$ cat src/rtl/cbus_pkg.sv
package cbus_pkg;
  typedef enum logic [2:0] {
    ST_IDLE,
    ST_NEXT,
    ST_HALT,
    ST_SETUP,
    ST_LO,
    ST_HI
  } cbus_st_e;
endpackage

$ cat src/rtl/cbus_tick.sv
module cbus_tick #(
  parameter int W = 4
) (
  input  logic         clk,
  input  logic         rst_n,
  input  logic         load,
  input  logic [W-1:0] load_val,
  output logic         zero
);
  logic [W-1:0] cnt;

  always_ff @(posedge clk or negedge rst_n) begin
    if (!rst_n)          cnt <= '0;
    else if (load)       cnt <= load_val;
    else if (cnt != '0)  cnt <= cnt - 1'b1;
  end

  assign zero = (cnt == '0);
endmodule

$ cat src/rtl/cbus_shift.sv
module cbus_shift #(
  parameter int BITS = 8
) (
  input  logic            clk,
  input  logic            rst_n,
  input  logic            load,
  input  logic [BITS-1:0] load_val,
  input  logic            shift,
  output logic            bit0,
  output logic            bit1,
  output logic            last
);
  localparam int CW = $clog2(BITS);

  logic [BITS-1:0] sr;
  logic [CW-1:0]   idx;

  always_ff @(posedge clk or negedge rst_n) begin
    if (!rst_n) begin
      sr  <= '0;
      idx <= '0;
    end else if (load) begin
      sr  <= load_val;
      idx <= '0;
    end else if (shift) begin
      sr  <= {1'b0, sr[BITS-1:1]};
      idx <= idx + 1'b1;
    end
  end

  assign bit0 = sr[0];
  assign bit1 = sr[1];
  assign last = (idx == CW'(BITS - 1));

  // the controller never shifts beyond the final bit of a byte
  a_r6_no_shift_past_last: assert property (@(posedge clk) disable iff (!rst_n)
    shift |-> !last);
endmodule

$ cat src/rtl/cbus_writer.sv
module cbus_writer #(
  parameter int         SYS_CLK_NS = 20,
  parameter int         SETUP_NS   = 200,
  parameter int         HALF_NS    = 260,
  parameter logic [5:0] DEV_ID     = 6'b000101
) (
  input  logic       clk,
  input  logic       rst_n,
  input  logic       in_valid,
  output logic       in_ready,
  input  logic [7:0] in_byte,
  input  logic       in_last,
  input  logic       in_halt,
  output logic       ctl_mode,
  output logic       ctl_clk,
  output logic       ctl_data,
  output logic       busy,
  output logic       done
);
  import cbus_pkg::*;

  localparam int S_RAW = (SETUP_NS + SYS_CLK_NS - 1) / SYS_CLK_NS;
  localparam int H_RAW = (HALF_NS + SYS_CLK_NS - 1) / SYS_CLK_NS;
  localparam int S_CYC = (S_RAW < 1) ? 1 : S_RAW;
  localparam int H_CYC = (H_RAW < 1) ? 1 : H_RAW;
  localparam int MAXC  = (S_CYC > H_CYC) ? S_CYC : H_CYC;
  localparam int TW    = $clog2(MAXC) + 1;

  cbus_st_e     state, state_d;
  logic         mode_q, clk_q, data_q, last_q, done_q;
  logic         mode_d, clk_d, data_d, last_d, done_d;
  logic         tmr_load, tmr_zero;
  logic [TW-1:0] tmr_val;
  logic         sh_load, sh_shift, sh_b0, sh_b1, sh_last;
  logic [7:0]   sh_val;

  cbus_tick #(.W(TW)) u_tick (
    .clk(clk), .rst_n(rst_n), .load(tmr_load), .load_val(tmr_val), .zero(tmr_zero)
  );

  cbus_shift #(.BITS(8)) u_shift (
    .clk(clk), .rst_n(rst_n), .load(sh_load), .load_val(sh_val), .shift(sh_shift),
    .bit0(sh_b0), .bit1(sh_b1), .last(sh_last)
  );

  always_comb begin
    state_d  = state;
    mode_d   = mode_q;
    clk_d    = clk_q;
    data_d   = data_q;
    last_d   = last_q;
    done_d   = 1'b0;
    tmr_load = 1'b0;
    tmr_val  = TW'(S_CYC - 1);
    sh_load  = 1'b0;
    sh_val   = {DEV_ID, in_byte[1:0]};
    sh_shift = 1'b0;
    unique case (state)
      ST_IDLE: if (in_valid) begin
        sh_load  = 1'b1;
        last_d   = in_last;
        mode_d   = 1'b0;
        tmr_load = 1'b1;
        state_d  = ST_SETUP;
      end
      ST_NEXT: if (in_valid) begin
        sh_val   = in_byte;
        sh_load  = 1'b1;
        last_d   = in_last;
        tmr_load = 1'b1;
        state_d  = in_halt ? ST_HALT : ST_SETUP;
      end
      ST_HALT: if (tmr_zero) begin
        tmr_load = 1'b1;
        state_d  = ST_SETUP;
      end
      ST_SETUP: if (tmr_zero) begin
        tmr_load = 1'b1;
        tmr_val  = TW'(H_CYC - 1);
        clk_d    = 1'b0;
        data_d   = sh_b0;
        state_d  = ST_LO;
      end
      ST_LO: if (tmr_zero) begin
        tmr_load = 1'b1;
        tmr_val  = TW'(H_CYC - 1);
        clk_d    = 1'b1;
        state_d  = ST_HI;
      end
      ST_HI: if (tmr_zero) begin
        if (sh_last) begin
          mode_d  = 1'b1;
          done_d  = last_q;
          state_d = last_q ? ST_IDLE : ST_NEXT;
        end else begin
          sh_shift = 1'b1;
          tmr_load = 1'b1;
          tmr_val  = TW'(H_CYC - 1);
          clk_d    = 1'b0;
          data_d   = sh_b1;
          state_d  = ST_LO;
        end
      end
      default: state_d = ST_IDLE;
    endcase
  end

  always_ff @(posedge clk or negedge rst_n) begin
    if (!rst_n) begin
      state  <= ST_IDLE;
      mode_q <= 1'b1;
      clk_q  <= 1'b1;
      data_q <= 1'b1;
      last_q <= 1'b0;
      done_q <= 1'b0;
    end else begin
      state  <= state_d;
      mode_q <= mode_d;
      clk_q  <= clk_d;
      data_q <= data_d;
      last_q <= last_d;
      done_q <= done_d;
    end
  end

  assign in_ready = (state == ST_IDLE) || (state == ST_NEXT);
  assign busy     = (state != ST_IDLE);
  assign ctl_mode = mode_q;
  assign ctl_clk  = clk_q;
  assign ctl_data = data_q;
  assign done     = done_q;

  // an idle block leaves the bus lines high
  a_r1_idle_high: assert property (@(posedge clk) disable iff (!rst_n)
    !busy |-> (ctl_mode && ctl_clk));
  // DATA is stable while CLOCK stays high
  a_r3_data_stable_clk_high: assert property (@(posedge clk) disable iff (!rst_n)
    (ctl_clk && $past(ctl_clk)) |-> $stable(ctl_data));
  // MODE only moves while CLOCK is high
  a_r7_mode_edge_clk_high: assert property (@(posedge clk) disable iff (!rst_n)
    !$stable(ctl_mode) |-> (ctl_clk && $past(ctl_clk)));
  // while a beat can be taken the bus is parked high
  a_r7_ready_lines_high: assert property (@(posedge clk) disable iff (!rst_n)
    in_ready |-> (ctl_clk && ctl_mode));
  // done lasts a single cycle
  a_r9_done_single: assert property (@(posedge clk) disable iff (!rst_n)
    done |=> !done);
endmodule

$ cat config.mk
export PLATFORM = sky130hd
export DESIGN_NAME = cbus_writer
export DESIGN_NICKNAME = d
export VERILOG_FILES = /design/src/rtl/cbus_pkg.sv /design/src/rtl/cbus_tick.sv /design/src/rtl/cbus_shift.sv /design/src/rtl/cbus_writer.sv
export SDC_FILE = /design/constraint.sdc
export NUM_CORES = 1
export LEC_CHECK = 0
export BUFFER_PORTS_ARGS = -buffer_cell sky130_fd_sc_hd__clkbuf_2
export CORE_UTILIZATION = 38
export CTS_CLUSTER_SIZE = 30
export DETAILED_ROUTE_END_ITERATION = 7
export HOLD_SLACK_MARGIN = 0.12
export SLEW_MARGIN = 20
export SYNTH_ARGS = -nofsm -noshare
export SYNTH_HDL_FRONTEND = slang
export SYNTH_SLANG_ARGS = --single-unit
export TNS_END_PERCENT = 100
$ cat constraint.sdc
create_clock -name clk -period 2.18 [get_ports clk]
set_input_delay 0.436 -clock clk [delete_from_list [all_inputs] [get_ports clk]]
set_output_delay 0.436 -clock clk [all_outputs]
set_load 0.03 [all_outputs]
==> run summary <==
Die area -> 3560 um2
Total CTS buffers -> 3
Post-Route Skew -> 0.00248 ns
Routed WL -> 2.62 mm
Synth Instances -> 127
Detail Route Antenna Nets -> 0
Vias in the first global route -> 964
Final std cells w/o fill -> 191
NumNets Final -> 165
Max IR drop VDD -> 0.371 mV
Final worst path period share -> 88.2%
Dpl hpwl -> 1.83 mm
Unrepaired setup endpoints after global routing -> no
Run status -> finished clean
Yosys reg bits -> 24
CTS tree -> yes
Final Setup Violations -> 0
Average cell area after synthesis -> 9.94 um2
Max Fanout on Critical Path -> 14
Dominant cells by area after synthesis -> dfrtp_1 (42%), mux2i_1 (7.9%), dfstp_2 (6.2%), nand2_1 (4.2%), ha_1 (4.0%)
Pwr per Cell Area -> 1270 nW/um2
Synth unique cells -> 40
First-pass GRT wire length -> 4.46 mm
WP buf/inv -> 1
Initial antenna violation count -> 0
Worst Setup End Kind -> primary output
H-tree levels -> 1
IO Pins -> 19
Post-route setup TNS -> 0 ns
Die H -> 59.6 um
Routed via count -> 984
Fin util -> 47.4%
Crit path kind -> reg -> out
Synth area leader -> dfrtp_1
Crit-path max cell delay -> 0.58 ns
Area share of the largest cell type after synthesis -> 41.6%
Fin. Hold Viols -> 0
Initial DRC Count -> 97
Post-synthesis sequential area ratio -> 47.9%
CP Data Arrival Time -> 1.49 ns
Yosys warnings -> 0
Rel. slew slack -> 55.8%
Antenna diode count -> 0
Max Root-Sink Buffers -> 2
Max Fclk -> 520 MHz
WL/cell -> 13.7 um
Layout cells sized above 1 -> 20.4%
Inst Count DP -> 186
Syn nets -> 144
Via density -> 5.15
Initial core utilization -> 40.7%
Num Clock Sinks -> 24
First drt pass iteration count -> 4
PortBufs -> 18
Least-Margin Pin Slew -> 0.647 ns
Post-Syn Area -> 1260 um2
Hold crit path type -> in -> reg
Overall routing resource usage -> 16.8%
Slew Viols, Final -> 0
Startpoint Class -> flop
Root Driver -> clkbuf_4
Worst path slowest cell -> dfrtp_1
Max_cap viols -> 0
DIE WIDTH -> 59.6 um
CORE AREA -> 3100 um2
Clock Latency Late Sink -> 0.32 ns
Gr ovfl total -> 0
RePlAce Congestion -> 0.753
DRC errors left -> 0
Worst EP required -> 1.74 ns
Largest net degree at the start of global routing -> 25
Largest delay share family, worst path -> flip-flops
Synth-to-Final Area Change -> 16.5%
P_leak -> 0.770 nW
Site row count -> 20
Crit-path cells -> or3_1, clkbuf_2
Period minus WS final -> 1.92 ns
Clk slew on worst S/H paths -> 0.14 ns
Total power -> 1.86 mW
[registers in the layout, indices dropped and copies added, names as in the netlist]
signal	count
ctl_clk	1
ctl_data	1
ctl_mode	1
done	1
last_q	1
state	3
u_shift.idx	3
u_shift.sr	8
u_tick.cnt	5
[logic make-up (layout without fill, tap and decap cells)]
kind of cell / Yosys count / count (layout) / synth area share [%]
and+or+nand+nor: 49 / 49 / 21.5
xor gates and xnor gates: 2 / 2 / 1.39
DFF: 24 / 24 / 47.9
muxes: 10 / 10 / 7.93
adders and majority gates: 4 / 4 / 3.96
buffers and inverters: 9 / 29 / 3.37
AOI/OAI and AO/OA: 29 / 29 / 14.0
[cell type report]
| class | count | area (um2) |
|---|---|---|
| multi-input cells | 94 | 624 |
| clock buffers | 3 | 22.5 |
| flip-flops and latches | 24 | 604 |
| well taps | 44 | 55.1 |
| fillers | 320 | 1630 |
| repair buffers | 22 | 123 |
| clock inverters | 1 | 30.0 |
| inverters | 3 | 11.3 |
[worst register-to-register path: stages (launching register included)]
cell       delay [ns]
dfrtp_1          0.39
ha_1             0.18
ha_1             0.25
a21oi_1          0.13
a2111oi_0        0.63
a21o_1           0.21
[through the flow]
step | instance area [um2] | worst slack (ns) | hold WS [ns]
floorplan | 1260 | 0.451 | 0.140
global placement | 1400 | 0.307 | 0.472
detailed placement | 1400 | 0.223 | 0.475
CTS | 1460 | 0.212 | 0.303
global route | 1470 | 0.103 | 0.297
finish | 1470 | 0.258 | 0.315
[Yosys cell counts]
cell       count
dfrtp_1       21
nand2_1       14
nor2_1        12
mux2i_1       10
o21ai_0        8
a21oi_1        6
clkbuf_1       4
ha_1           4
nand3_1        4
o21ai_1        4
dfstp_2        3
inv_1          3
nor2b_1        3
nor3_1         3
and3_1         2
or3_1          2
a2111oi_0      1
a211oi_1       1
a21boi_0       1
a21o_1         1
a22o_1         1
a22oi_1        1
a31oi_1        1
a41oi_1        1
and2_0         1
and2_1         1
buf_2          1
buf_6          1
nand2b_1       1
nand4b_2       1
nor3b_1        1
nor4b_1        1
nor4b_4        1
nor4bb_1       1
o21bai_1       1
o22ai_1        1
o32a_1         1
or4bb_1        1
xnor2_1        1
xor2_1         1
[power by group]
part / internal, mW / switching [mW] / leakage [nW]
combinational: 0.312 / 0.372 / 0.452
sequential: 0.642 / 0.205 / 0.290
clock: 0.186 / 0.143 / 0.0279
total: 1.14 / 0.720 / 0.770
[metal layers]
layer / track usage [%] / wire length (um) / up-vias
met4: 5.98 / 19 / 0
met1: 24.3 / 1360 / 469
met5: 0 / 0 / -
li1: - / - / 490
met3: 1.97 / 81 / 2
met2: 25.7 / 1160 / 23
[worst paths after layout]
kind                            depth (start not counted)            from  slack, ns            end
worst max-delay path                                    2        state[0]       0.26           busy
worst min-delay path                                    3         in_last       0.32         last_q
worst max register to register                          5  u_shift.idx[0]       0.32  u_tick.cnt[0]
worst min register to register                          2         ctl_clk       0.50        ctl_clk
max in group asynchronous                               2           rst_n       1.15  u_shift.sr[5]
min in group asynchronous                               2           rst_n       0.64           done
[cell usage in the layout (no fill, tap or decap), types with 2 or more instances in the layout]
cell	count
or3_1	2
nor2b_1	3
mux2i_1	10
dfrtp_1	21
buf_4	3
nor2_1	12
a21oi_1	6
clkbuf_2	18
dfstp_2	3
clkbuf_4	3
ha_1	4
nand3_1	4
and3_1	2
o21ai_1	4
nor3_1	3
o21ai_0	8
inv_1	3
nand2_1	14
[repair_timing]
action,in CTS,in global routing
hold endpoints to repair,21,0
gates resized for setup,0,1
endpoints found under the setup margin,0,1
hold buffers,1,0
setup buffers,0,0
Power figures use the tool's default switching activity.
